**src/rtl/wo_i2c_pkg.sv**
```systemverilog
package wo_i2c_pkg;

  typedef enum logic [2:0] {
    ST_IDLE,
    ST_ADDR,
    ST_ACK_A,
    ST_DATA,
    ST_ACK_D,
    ST_SKIP
  } slvState_t;

  // strobes from control to datapath
  typedef struct packed {
    logic shiftBit;
    logic clrCount;
    logic ackOn;
    logic ackOff;
    logic loadOut;
  } dpCmd_t;

  // events from datapath to control
  typedef struct packed {
    logic sclRise;
    logic sclFall;
    logic startDet;
    logic stopDet;
    logic byteFull;
    logic addrHit;
  } busEvt_t;

endpackage

```
**src/rtl/wo_i2c_filter.sv**
```systemverilog
module wo_i2c_filter #(
  parameter int SYNC_STAGES = 2,
  parameter int FILT_LEN    = 3
) (
  input  logic clk,
  input  logic rstN,
  input  logic rawIn,
  output logic filtOut
);

  logic [SYNC_STAGES-1:0] syncQ;
  logic [FILT_LEN-1:0]    histQ;
  logic                   levelQ;

  // metastability chain, idles high like the bus
  always_ff @(posedge clk) begin
    if (!rstN) syncQ <= '1;
    else       syncQ <= {syncQ[SYNC_STAGES-2:0], rawIn};
  end

  // history of synchronized samples; output moves only on full agreement
  always_ff @(posedge clk) begin
    if (!rstN) begin
      histQ  <= '1;
      levelQ <= 1'b1;
    end else begin
      histQ <= {histQ[FILT_LEN-2:0], syncQ[SYNC_STAGES-1]};
      if (&histQ)       levelQ <= 1'b1;
      else if (~|histQ) levelQ <= 1'b0;
    end
  end

  assign filtOut = levelQ;

endmodule

```
**src/rtl/wo_i2c_datapath.sv**
```systemverilog
module wo_i2c_datapath
  import wo_i2c_pkg::*;
#(
  parameter int         ADDR_W      = 7,
  parameter int         WORD_W      = 8,
  parameter logic [6:0] DEV_ADDR    = 7'b1100000,
  parameter int         SYNC_STAGES = 2,
  parameter int         FILT_LEN    = 3,
  localparam int        CNT_W       = $clog2(WORD_W + 1)
) (
  input  logic              clk,
  input  logic              rstN,
  input  logic              sclIn,
  input  logic              sdaIn,
  input  dpCmd_t            cmd,
  output busEvt_t           evt,
  output logic              sdaOe,
  output logic [WORD_W-1:0] dataOut,
  output logic              dataValid,
  output logic [CNT_W-1:0]  bitCnt
);

  localparam int NUM_LINES = 2;

  logic [NUM_LINES-1:0] rawBus;
  logic [NUM_LINES-1:0] filtBus;
  logic                 sclF, sdaF, sclPrev, sdaPrev;
  logic [WORD_W-1:0]    shiftReg;
  logic                 ackQ;

  assign rawBus = {sdaIn, sclIn};

  for (genvar g = 0; g < NUM_LINES; g++) begin : g_line
    wo_i2c_filter #(
      .SYNC_STAGES(SYNC_STAGES),
      .FILT_LEN   (FILT_LEN)
    ) u_filt (
      .clk    (clk),
      .rstN   (rstN),
      .rawIn  (rawBus[g]),
      .filtOut(filtBus[g])
    );
  end

  assign sclF = filtBus[0];
  assign sdaF = filtBus[1];

  always_ff @(posedge clk) begin
    if (!rstN) begin
      sclPrev <= 1'b1;
      sdaPrev <= 1'b1;
    end else begin
      sclPrev <= sclF;
      sdaPrev <= sdaF;
    end
  end

  // bus events from the filtered lines
  always_comb begin
    evt.sclRise  = sclF & ~sclPrev;
    evt.sclFall  = ~sclF & sclPrev;
    evt.startDet = sclF & sclPrev & sdaPrev & ~sdaF;
    evt.stopDet  = sclF & sclPrev & ~sdaPrev & sdaF;
    evt.byteFull = (bitCnt == CNT_W'(WORD_W));
    evt.addrHit  = (shiftReg[WORD_W-1 -: ADDR_W] == DEV_ADDR[ADDR_W-1:0]) & ~shiftReg[0];
  end

  // bit shifter and counter
  always_ff @(posedge clk) begin
    if (!rstN) begin
      shiftReg <= '0;
      bitCnt   <= '0;
    end else if (cmd.clrCount) begin
      bitCnt <= '0;
    end else if (cmd.shiftBit) begin
      shiftReg <= {shiftReg[WORD_W-2:0], sdaF};
      bitCnt   <= bitCnt + 1'b1;
    end
  end

  // open-drain acknowledge drive
  always_ff @(posedge clk) begin
    if (!rstN)            ackQ <= 1'b0;
    else if (cmd.ackOff)  ackQ <= 1'b0;
    else if (cmd.ackOn)   ackQ <= 1'b1;
  end
  assign sdaOe = ackQ;

  // parallel word output
  always_ff @(posedge clk) begin
    if (!rstN) begin
      dataOut   <= '0;
      dataValid <= 1'b0;
    end else begin
      dataValid <= cmd.loadOut;
      if (cmd.loadOut) dataOut <= shiftReg;
    end
  end

  p_cnt_bound_r3: assert property (@(posedge clk) disable iff (!rstN)
    bitCnt <= CNT_W'(WORD_W));

  p_shift_on_rise_r3: assert property (@(posedge clk) disable iff (!rstN)
    (bitCnt != $past(bitCnt) && bitCnt != '0) |-> $past(evt.sclRise));

endmodule

```
**src/rtl/wo_i2c_ctrl.sv**
```systemverilog
module wo_i2c_ctrl
  import wo_i2c_pkg::*;
(
  input  logic      clk,
  input  logic      rstN,
  input  busEvt_t   evt,
  output dpCmd_t    cmd,
  output slvState_t stateOut
);

  slvState_t state, stateNext;

  always_comb begin
    stateNext    = state;
    cmd          = '0;
    cmd.shiftBit = ((state == ST_ADDR) || (state == ST_DATA)) && evt.sclRise && !evt.byteFull;
    if (evt.stopDet) begin
      stateNext    = ST_IDLE;
      cmd.ackOff   = 1'b1;
      cmd.clrCount = 1'b1;
      cmd.shiftBit = 1'b0;
    end else if (evt.startDet) begin
      stateNext    = ST_ADDR;
      cmd.ackOff   = 1'b1;
      cmd.clrCount = 1'b1;
      cmd.shiftBit = 1'b0;
    end else begin
      unique case (state)
        ST_ADDR: if (evt.sclFall && evt.byteFull) begin
          cmd.clrCount = 1'b1;
          if (evt.addrHit) begin
            stateNext = ST_ACK_A;
            cmd.ackOn = 1'b1;
          end else begin
            stateNext = ST_SKIP;
          end
        end
        ST_ACK_A: if (evt.sclFall) begin
          stateNext  = ST_DATA;
          cmd.ackOff = 1'b1;
        end
        ST_DATA: if (evt.sclFall && evt.byteFull) begin
          stateNext    = ST_ACK_D;
          cmd.ackOn    = 1'b1;
          cmd.loadOut  = 1'b1;
          cmd.clrCount = 1'b1;
        end
        ST_ACK_D: if (evt.sclFall) begin
          stateNext  = ST_SKIP;
          cmd.ackOff = 1'b1;
        end
        default: stateNext = state;
      endcase
    end
  end

  always_ff @(posedge clk) begin
    if (!rstN) state <= ST_IDLE;
    else       state <= stateNext;
  end

  assign stateOut = state;

  p_reject_goes_skip_r4: assert property (@(posedge clk) disable iff (!rstN)
    (state == ST_ADDR && evt.sclFall && evt.byteFull && !evt.addrHit
     && !evt.startDet && !evt.stopDet) |=> (state == ST_SKIP));

  p_skip_holds_r7: assert property (@(posedge clk) disable iff (!rstN)
    (state == ST_SKIP && !evt.startDet && !evt.stopDet) |=> (state == ST_SKIP));

endmodule

```
**src/rtl/wo_i2c_slave.sv**
```systemverilog
module wo_i2c_slave
  import wo_i2c_pkg::*;
#(
  parameter logic [6:0] DEV_ADDR    = 7'b1100000,
  parameter int         SYNC_STAGES = 2,
  parameter int         FILT_LEN    = 3
) (
  input  logic       clk,
  input  logic       rstN,
  input  logic       sclIn,
  input  logic       sdaIn,
  output logic       sdaOe,
  output logic [7:0] dataOut,
  output logic       dataValid
);

  localparam int ADDR_W = 7;
  localparam int WORD_W = ADDR_W + 1;
  localparam int CNT_W  = $clog2(WORD_W + 1);

  dpCmd_t           cmd;
  busEvt_t          evt;
  slvState_t        state;
  logic [CNT_W-1:0] bitCnt;

  wo_i2c_ctrl u_ctrl (
    .clk     (clk),
    .rstN    (rstN),
    .evt     (evt),
    .cmd     (cmd),
    .stateOut(state)
  );

  wo_i2c_datapath #(
    .ADDR_W     (ADDR_W),
    .WORD_W     (WORD_W),
    .DEV_ADDR   (DEV_ADDR),
    .SYNC_STAGES(SYNC_STAGES),
    .FILT_LEN   (FILT_LEN)
  ) u_dp (
    .clk      (clk),
    .rstN     (rstN),
    .sclIn    (sclIn),
    .sdaIn    (sdaIn),
    .cmd      (cmd),
    .evt      (evt),
    .sdaOe    (sdaOe),
    .dataOut  (dataOut),
    .dataValid(dataValid),
    .bitCnt   (bitCnt)
  );

  p_valid_pulse_r6: assert property (@(posedge clk) disable iff (!rstN)
    dataValid |=> !dataValid);

  p_valid_with_ack_r6: assert property (@(posedge clk) disable iff (!rstN)
    dataValid |-> sdaOe);

  p_oe_in_ack_r5: assert property (@(posedge clk) disable iff (!rstN)
    sdaOe |-> (state == ST_ACK_A || state == ST_ACK_D));

  p_oe_moves_on_fall_r5: assert property (@(posedge clk) disable iff (!rstN)
    (sdaOe != $past(sdaOe)) |-> $past(evt.sclFall || evt.startDet || evt.stopDet));

  p_start_restarts_r8: assert property (@(posedge clk) disable iff (!rstN)
    (evt.startDet && !evt.stopDet) |=> (state == ST_ADDR && bitCnt == '0));

  p_stop_idles_r9: assert property (@(posedge clk) disable iff (!rstN)
    evt.stopDet |=> (state == ST_IDLE && !sdaOe));

endmodule

```
**config.mk**
```make
export PLATFORM = sky130hd
export DESIGN_NAME = wo_i2c_slave
export DESIGN_NICKNAME = d
export VERILOG_FILES = /design/src/rtl/wo_i2c_pkg.sv /design/src/rtl/wo_i2c_filter.sv /design/src/rtl/wo_i2c_datapath.sv /design/src/rtl/wo_i2c_ctrl.sv /design/src/rtl/wo_i2c_slave.sv
export SDC_FILE = /design/constraint.sdc
export NUM_CORES = 1
export LEC_CHECK = 0
export ABC_AREA = 1
export BUFFER_PORTS_ARGS = -buffer_cell sky130_fd_sc_hd__buf_2
export CAP_MARGIN = 20
export CORE_MARGIN = 5
export CORE_UTILIZATION = 57
export CTS_CLUSTER_DIAMETER = 100
export DETAILED_ROUTE_END_ITERATION = 6
export GPL_TIMING_DRIVEN = 1
export PLACE_DENSITY_LB_ADDON = 0.25
export REMOVE_ABC_BUFFERS = 1
export SLEW_MARGIN = 40
export SYNTH_ARGS = -nofsm -noshare
export SYNTH_HDL_FRONTEND = slang
export SYNTH_SLANG_ARGS = --single-unit
```
**constraint.sdc**
```tcl
create_clock -name clk -period 1.6 [get_ports clk]
set_input_delay 0.16 -clock clk [delete_from_list [all_inputs] [get_ports clk]]
set_output_delay 0.16 -clock clk [all_outputs]
set_load 0.005 [all_outputs]
```
==> results.sh, run 1 <==
export IMPL_status="finished, final reports clean"
export IMPL_path_clk_slew_ns=0.12
export IMPL_cts_htree_levels=2
export IMPL_yosysWarnings=0
export IMPL_irDropWorstVdd_mv=0.876
export IMPL_synth_top_family_by_area="simple AND/OR/NAND/NOR gates"
export IMPL_power_density_nw_per_um2=887
export IMPL_drc=0
export IMPL_boundaryPins=14
export IMPL_slew_headroom_pct=70.6
export IMPL_clock_skew_ns=0.0140
export IMPL_numCtsBuffers=5
export IMPL_synthMuxAreaShare_pct=0
export IMPL_clock_path_buffers=2
export IMPL_synthAdderAreaFrac_pct=1.63
export IMPL_grtUsageMet1_pct=21.3
export IMPL_fillCellCount=210
export IMPL_cp_end_kind="register"
export IMPL_num_antenna_cells=0
export IMPL_slew_viol_final=0
export IMPL_grt_pass1_wl_mm=5.07
export IMPL_synth_simple_area_share_pct=25.4
export IMPL_seq_area_frac_synth_pct=50.9
export IMPL_worstPathRequired_ns=1.83
export IMPL_drtIter0Drc=75
export IMPL_setup_viol=0
export IMPL_period_needed_ns=1.47
export IMPL_synth_area_leader_cell="dfxtp_1"
export IMPL_gr_usage_met3_pct=4.96
export IMPL_first_global_vias=1205
export IMPL_timing_final_crit_share_pct=91.7
export IMPL_total_power_mw=1.51
export IMPL_drive_above_1_share_pct=20.1
export IMPL_slowest_delay_ns=0.34
export IMPL_wl_per_cell_um=12.3
export IMPL_totalWireLength_mm=3.00
export IMPL_synth_area_um2=1530
export IMPL_grt_overflow=0
export IMPL_path_buf_inv=2
export IMPL_synth_compound_area_share_pct=12.5
export IMPL_crit_fanout=18
export IMPL_synth_distinct_cells=27
export IMPL_yosys_area_share_xor_xnor_pct=0.571
export IMPL_hpwl_mm=2.13
export IMPL_vias=1270
export IMPL_cts_root_buf="clkbuf_4"
export IMPL_arrival_ns=1.69
export IMPL_firstDrtPassIters=4
export IMPL_path_cells="inv_1, ha_1, nand2_1, nor2_1, nand2_2, inv_2, nand2_4, o21ai_0, a21oi_1"
export IMPL_io_buffers=13
export IMPL_grt_max_degree=19
export IMPL_startpoint_type="register"
export IMPL_hold_violations=0
export IMPL_cap_violations=0
export IMPL_syn_instance_count=194
export IMPL_die_h_um=61.9
export IMPL_finalInstanceArea_um2=1700
export IMPL_cp_top_family="simple AND/OR/NAND/NOR gates"
export IMPL_cts_sinks=39
export IMPL_die_w_um=61.9
export IMPL_grtUsageMet2_pct=29.7
export IMPL_cp_slowest_cell="dfxtp_1"
export IMPL_ys_seq_elements=39
export IMPL_via_per_inst=5.20
export IMPL_clock_fmax_mhz=681
export IMPL_min_path_type="in -> reg"
export IMPL_rsz0062_at_grt="false"
export IMPL_routabilityCongestion=0.826
export IMPL_synth_top_area_share_pct=50.9
export IMPL_leakagePower_nw=0.749
export IMPL_worst_skew_pair_late_latency_ns=0.35
export IMPL_rows=18
export IMPL_track_usage_pct=18.4
export IMPL_area_growth_pct=10.8
export IMPL_tightest_slew_ns=0.440
export IMPL_core_area_um2=2520
export IMPL_critical_path_class="reg -> reg"
export IMPL_cts_tree="yes"
export IMPL_synth_area_leaders="dfxtp_1, nand2_1, nand3_1, inv_1, a21oi_1"
export IMPL_fp_dieArea_um2=3830
export IMPL_cts_setup_buffers=0
export IMPL_initial_core_util_pct=60.8
export IMPL_antenna_found_initial=0
export IMPL_busiest_layer="met2"
export IMPL_placed_area_um2=1620
export IMPL_postSynthAreaPerCell_um2=7.91
export IMPL_antenna_left=0
export IMPL_finalNetCount=219
## cells by family after synthesis
family / Yosys count
XOR/XNOR: 1
adder cells (fa/ha/maj): 2
AND/OR/NAND/NOR: 83
AO/OA/AOI/OAI: 36
buffers and inverters: 33
flip-flops: 39
## metrics by stage
stage	cells	util, %	setup WS, ns	TNS [ns]	hold WS, ns
CTS	244	67.3	0.0773	0	0.101
global route	244	67.4	0.0268	0	0.107
floorplan	188	-	-0.246	-1.19	0.229
detailed placement	234	64.3	0.0925	0	0.350
finish	244	67.4	0.133	0	0.110
global placement	234	64.3	0.188	0	0.345
## cell usage after synthesis, drive strengths merged
| library cell | count |
|---|---|
| nor2b | 1 |
| inv | 27 |
| ha | 2 |
| buf | 4 |
| clkbuf | 2 |
| nand4 | 1 |
| a31o | 1 |
| a31oi | 1 |
| dfxtp | 39 |
| xor2 | 1 |
| o22ai | 1 |
| or2 | 10 |
| nand3 | 21 |
| nand2 | 34 |
| o21ai | 13 |
| nor3 | 2 |
| o211ai | 2 |
| nor2 | 14 |
| a21oi | 18 |
## state kept, by name, summed over array words and instances, names as in the netlist
| name | flops |
|---|---|
| u_dp.g_line.u_filt.filtOut | 2 |
| u_dp.dataOut | 8 |
| u_dp.g_line.u_filt.histQ | 6 |
| u_dp.sdaPrev | 1 |
| u_dp.g_line.u_filt.syncQ | 4 |
| u_dp.shiftReg | 8 |
| u_dp.dataValid | 1 |
| u_dp.bitCnt | 4 |
| u_dp.sclPrev | 1 |
| u_ctrl.stateOut | 3 |
| u_dp.sdaOe | 1 |
## final cells by class
class | instances | area (um2) | share of cell area (%)
Sequential cell | 39 | 782 | 46.0
Multi-Input combinational cell | 122 | 618 | 36.4
Timing Repair Buffer | 18 | 108 | 6.33
Inverter | 27 | 101 | 5.96
Clock buffer | 6 | 41.3 | 2.43
Tap cell | 30 | 37.5 | 2.21
Clock inverter | 2 | 12.5 | 0.736
## final timing paths
kind	slack, ns	to	from	depth (start not counted)
setup / recovery	0.13	u_dp.dataOut[6]	u_dp.bitCnt[1]	9
hold / removal	0.11	u_dp.sclPrev	rstN	2
setup reg to reg	0.13	u_dp.dataOut[6]	u_dp.bitCnt[1]	9
hold reg to reg	0.43	u_dp.g_line[1].u_filt.syncQ[1]	u_dp.g_line[1].u_filt.syncQ[0]	1
## cells in the final DEF, fill, tap and decap left out, types with 3 or more instances in the layout
cell / count
nand3_1: 20
buf_4: 3
o21ai_0: 12
a21oi_1: 18
clkbuf_4: 5
nor2_1: 13
inv_1: 25
dfxtp_1: 38
nand2_1: 30
buf_2: 13
nand2_2: 3
or2_2: 10
## metal layers
layer,vias to the layer above,routed length [um]
met5,-,0
met1,581,1360
met2,22,1470
met4,0,55
li1,660,-
met3,7,104
## repair_timing
action	CTS	global route
resized for setup	0	2
hold buffers	2	0
endpoints found under the setup margin	0	6
endpoints found under the hold margin	2	0
## report_power, final
part | switching [mW] | internal (mW)
combinational | 0.0209 | 0.0147
clock | 0.322 | 0.170
sequential | 0.00286 | 0.978
(Power assumes the default switching activity.)
==> inputs of run 2 (changes only) <==
CORE_UTILIZATION = 35   (was 57)
HOLD_SLACK_MARGIN = 0.08   (was unset)
==> results.sh, run 2 (synthesis gave the netlist of run 1 again) <==
export IMPL_status="finished, final reports clean"
export IMPL_cts_tree="yes"
export IMPL_cts_root_buf="clkbuf_8"
export IMPL_antenna_left=0
export IMPL_numCtsBuffers=5
export IMPL_hpwl_mm=1.95
export IMPL_cts_sinks=39
export IMPL_finalNetCount=220
export IMPL_cts_setup_buffers=0
export IMPL_grt_pass1_wl_mm=4.96
export IMPL_postLayoutSetupSlackWorst_ns=0.165
export IMPL_combPwrFrac_pct=2.0
export IMPL_track_usage_pct=10.5
export IMPL_irDropWorstVdd_mv=0.666
export IMPL_seqPwrFrac_pct=52.5
export IMPL_final_common_cell="dfxtp_1"
export IMPL_min_path_type="in -> reg"
export IMPL_clock_power_share_pct=45.5
export IMPL_clock_skew_ns=0.00997
export IMPL_grt_max_degree=19
export IMPL_core_area_um2=4290
export IMPL_period_needed_ns=1.44
export IMPL_path_cells="inv_1, ha_1, nand2_1, nor2_1, nand2_2, inv_2, nand2_4, o21ai_0, a21oi_1"
export IMPL_io_buffers=13
export IMPL_worst_skew_pair_late_latency_ns=0.30
export IMPL_timing_final_crit_share_pct=89.7
export IMPL_final_cells=267
export IMPL_leakagePower_nw=0.781
export IMPL_finalInstanceArea_um2=1800
export IMPL_initial_core_util_pct=35.7
export IMPL_area_growth_pct=17.0
export IMPL_reg2reg_setup_slack_ns=0.16
export IMPL_num_antenna_cells=0
export IMPL_total_power_mw=1.86
export IMPL_tightest_slew_ns=0.471
export IMPL_p_int_mw=1.46
export IMPL_startpoint_type="register"
export IMPL_tns_ns=0
export IMPL_mostFrequentLayoutCells="dfxtp_1, nand2_1, inv_1, nand3_1, a21oi_1"
export IMPL_slew_viol_final=0
export IMPL_fillCellCount=448
export IMPL_totalWireLength_mm=2.88
export IMPL_pre_cts_ws_ns=0.176
export IMPL_reg_largest_list="u_dp.dataOut (8), u_dp.shiftReg (8), u_dp.g_line.u_filt.histQ (6)"
export IMPL_slew_headroom_pct=68.6
export IMPL_slowest_delay_ns=0.33
export IMPL_vias=1216
export IMPL_clock_path_buffers=2
export IMPL_cp_top_family="simple AND/OR/NAND/NOR gates"
export IMPL_drtIter0Drc=54
export IMPL_rows=24
export IMPL_boundaryPins=14
export IMPL_cap_violations=0
export IMPL_cp_slowest_cell="dfxtp_1"
export IMPL_grt_overflow=0
export IMPL_via_per_inst=4.55
export IMPL_placed_area_um2=1660
export IMPL_path_clk_slew_ns=0.08
export IMPL_routabilityCongestion=0.757
export IMPL_first_global_vias=1096
export IMPL_antenna_found_initial=0
export IMPL_wl_per_cell_um=10.8
export IMPL_drc=0
export IMPL_clock_fmax_mhz=697
export IMPL_hold_violations=0
export IMPL_arrival_ns=1.62
export IMPL_switching_share_pct=21.6
export IMPL_path_buf_inv=2
export IMPL_setup_viol=0
export IMPL_drive_above_1_share_pct=20.5
export IMPL_worstPathRequired_ns=1.78
export IMPL_crit_fanout=18
export IMPL_place_inst=257
export IMPL_firstDrtPassIters=4
export IMPL_critical_path_class="reg -> reg"
export IMPL_die_h_um=76.2
export IMPL_p_switching_mw=0.403
export IMPL_cp_end_kind="register"
export IMPL_fp_dieArea_um2=5810
export IMPL_cts_htree_levels=2
export IMPL_power_density_nw_per_um2=1040
export IMPL_die_w_um=76.2
==> run 2: cell types whose count changed in the layout (fill, tap and decap cells not counted), moves of 2 or more <==
cell | before | now
clkbuf_8 | 0 | 5
o21ai_1 | 1 | 3
o21ai_0 | 12 | 10
clkbuf_4 | 5 | 0
==> run 2: final cells by class <==
cell class                      instances  area (um2)  share of cell area, %
Clock inverter                          3        46.3                   2.58
Inverter                               27         101                   5.64
Tap cell                               52        65.1                   3.62
Sequential cell                        39         781                   43.5
Clock buffer                            5        68.8                   3.83
Timing Repair Buffer                   19         115                   6.41
Multi-Input combinational cell        122         618                   34.4
==> run 2: routing by layer <==
layer | share of wire, % | wire length [um] | vias up | global-route usage (%)
met4 | 1.3 | 38 | 0 | 3.67
met1 | 51 | 1460 | 532 | 13.5
met2 | 43 | 1240 | 19 | 15.5
met5 | 0 | 0 | - | 0
met3 | 5.1 | 146 | 5 | 4.73
li1 | - | - | 660 | -
==> run 2: per-stage QoR <==
step / utilization (%) / hold WS [ns]
after global routing: 41.8 / 0.213
after detailed placement: 38.6 / 0.348
final: 41.8 / 0.186
after floorplan: - / 0.229
after CTS: 41.8 / 0.187
after global placement: 38.6 / 0.344
==> run 2: worst reg2reg max path, cell delays in order (launching register included) <==
cell     delay, ns
dfxtp_1       0.33
inv_1         0.07
ha_1          0.13
nand2_1       0.05
nor2_1        0.16
nand2_2       0.11
inv_2         0.09
nand2_4       0.13
o21ai_0       0.20
a21oi_1       0.05
==> run 2: final timing paths <==
kind	start	end	cells after the start
worst max-delay path	u_dp.bitCnt[1]	u_dp.dataOut[5]	9
worst min-delay path	rstN	u_dp.sclPrev	2
worst max register to register	u_dp.bitCnt[1]	u_dp.dataOut[5]	9
worst min register to register	u_dp.g_line[0].u_filt.syncQ[0]	u_dp.g_line[0].u_filt.syncQ[1]	1
==> run 2: timing repair <==
item                                   4_1_cts  5_1_grt
gates resized for setup                      0        3
setup endpoints to repair                    0        3
hold buffers                                 2        0
endpoints found under the hold margin        2        0
==> run 2: power groups by stage <==
stage | Clock (mW) | Combinational [mW] | Sequential [mW]
2_1_floorplan | 0 | 0.0195 | 1.00
6_report | 0.849 | 0.0366 | 0.979
4_1_cts | 0.868 | 0.0373 | 0.979
3_5_place_dp | 0 | 0.0336 | 1.00
5_1_grt | 0.915 | 0.0421 | 0.980
3_3_place_gp | 0 | 0.0335 | 1.00
==> inputs of run 3 (changes only) <==
clock period = 1.45 ns   (was 1.6 ns; I/O delays follow)
==> results.sh, run 3 (synthesis gave the netlist of run 1 again) <==
export IMPL_tns_ns=0
export IMPL_worst_skew_pair_late_latency_ns=0.29
export IMPL_hpwl_mm=2.05
export IMPL_rows=24
export IMPL_power_density_nw_per_um2=1080
export IMPL_drive_above_1_share_pct=25.0
export IMPL_slowest_delay_ns=0.32
export IMPL_period_needed_ns=1.36
export IMPL_vias=1285
export IMPL_core_area_um2=4290
export IMPL_clock_fmax_mhz=734
export IMPL_path_common_cell="nand2_2"
export IMPL_setup_viol=0
export IMPL_boundaryPins=14
export IMPL_cts_sinks=39
export IMPL_path_cells="inv_1, ha_1, nand2_1, nor2_2, nand2_2, buf_4, nand2_2, nand3_1, nor2b_1"
export IMPL_cp_slowest_cell="dfxtp_2"
export IMPL_cp_top_family="simple AND/OR/NAND/NOR gates"
export IMPL_firstDrtPassIters=4
export IMPL_grt_pass1_wl_mm=5.18
export IMPL_worstPathRequired_ns=1.64
export IMPL_slew_headroom_pct=69.3
export IMPL_hold_violations=0
export IMPL_die_h_um=76.2
export IMPL_antenna_left=0
export IMPL_area_growth_pct=22.2
export IMPL_crit_fanout=3
export IMPL_grt_overflow=0
export IMPL_via_per_inst=4.72
export IMPL_final_cells=272
export IMPL_final_common_cell="dfxtp_1"
export IMPL_path_clk_slew_ns=0.08
export IMPL_initial_core_util_pct=35.7
export IMPL_arrival_ns=1.55
export IMPL_postLayoutSetupSlackWorst_ns=0.0867
export IMPL_antenna_found_initial=0
export IMPL_die_w_um=76.2
export IMPL_path_buf_inv=2
export IMPL_cts_root_buf="clkbuf_8"
export IMPL_first_global_vias=1188
export IMPL_slew_viol_final=0
export IMPL_drc=0
export IMPL_grt_max_degree=19
export IMPL_cap_violations=0
export IMPL_timing_final_crit_share_pct=94.0
export IMPL_pre_cts_ws_ns=0.0650
export IMPL_num_antenna_cells=0
export IMPL_reg_largest_list="u_dp.dataOut (8), u_dp.shiftReg (8), u_dp.g_line.u_filt.histQ (6)"
export IMPL_critical_path_class="reg -> reg"
export IMPL_clock_path_buffers=2
export IMPL_totalWireLength_mm=2.97
export IMPL_place_inst=262
export IMPL_finalNetCount=225
export IMPL_cts_setup_buffers=0
export IMPL_mostFrequentLayoutCells="dfxtp_1, nand2_1, inv_1, nand3_1, a21oi_1"
export IMPL_irDropWorstVdd_mv=0.511
export IMPL_fp_dieArea_um2=5810
export IMPL_wl_per_cell_um=10.9
export IMPL_track_usage_pct=10.9
export IMPL_startpoint_type="register"
export IMPL_numCtsBuffers=5
export IMPL_clock_skew_ns=0.00174
export IMPL_min_path_type="in -> reg"
export IMPL_cts_tree="yes"
export IMPL_cp_end_kind="register"
export IMPL_drtIter0Drc=38
export IMPL_leakagePower_nw=0.795
export IMPL_status="finished, final reports clean"
export IMPL_cts_htree_levels=2
export IMPL_tightest_slew_ns=0.460
export IMPL_io_buffers=13
export IMPL_routabilityCongestion=0.777
-- run 3: metal layers --
metal	vias up	part of all wire [%]	global-route usage, %	wire length [um]
met2	15	47	17.3	1390
met4	0	2.0	4.72	59
li1	672	-	-	-
met3	6	3.6	3.90	107
met5	-	0	0	0
met1	592	47	13.2	1410
-- run 3: repair_timing --
item	CTS	global route
hold buffers	2	0
endpoints found under the hold margin	2	0
setup endpoints to repair	0	20
resized for setup	0	16
-- run 3: final cells by class --
cell class / instances / area (um2)
inverters: 27 / 104
multi-input cells: 122 / 649
well taps: 52 / 65.1
fillers: 472 / 2420
flip-flops and latches: 39 / 783
clock buffers: 5 / 68.8
repair buffers: 24 / 160
clock inverters: 3 / 43.8
-- run 3: worst paths after layout --
path,start,endpoint,slack (ns),cells after the start
min,rstN,u_ctrl.stateOut[0],0.14,3
max,u_dp.bitCnt[1],u_ctrl.stateOut[2],0.09,9
min reg2reg,u_dp.g_line[0].u_filt.syncQ[1],u_dp.g_line[0].u_filt.histQ[0],0.41,1
max reg2reg,u_dp.bitCnt[1],u_ctrl.stateOut[2],0.09,9
-- run 3: per-stage QoR --
step           cell area [um2]  hold WS, ns  power (mW)  util [%]
2_1_floorplan             1500        0.214        1.13         -
6_report                  1870        0.137        2.03      43.6
3_5_place_dp              1700        0.334        1.15      39.5
3_3_place_gp              1700        0.330        1.14      39.5
4_1_cts                   1830        0.131        2.07      42.6
5_1_grt                   1870        0.143        2.13      43.6
-- run 3: worst register-to-register path: stages (launching register included) --
cell,delay [ns]
dfxtp_2,0.32
inv_1,0.06
ha_1,0.14
nand2_1,0.06
nor2_2,0.13
nand2_2,0.09
buf_4,0.15
nand2_2,0.08
nand3_1,0.09
nor2b_1,0.14
-- run 3: where the power goes --
part / switching (mW) / internal [mW] / total, mW
clock: 0.395 / 0.512 / 0.907
combinational: 0.0250 / 0.0184 / 0.0435
sequential: 0.00255 / 1.08 / 1.08
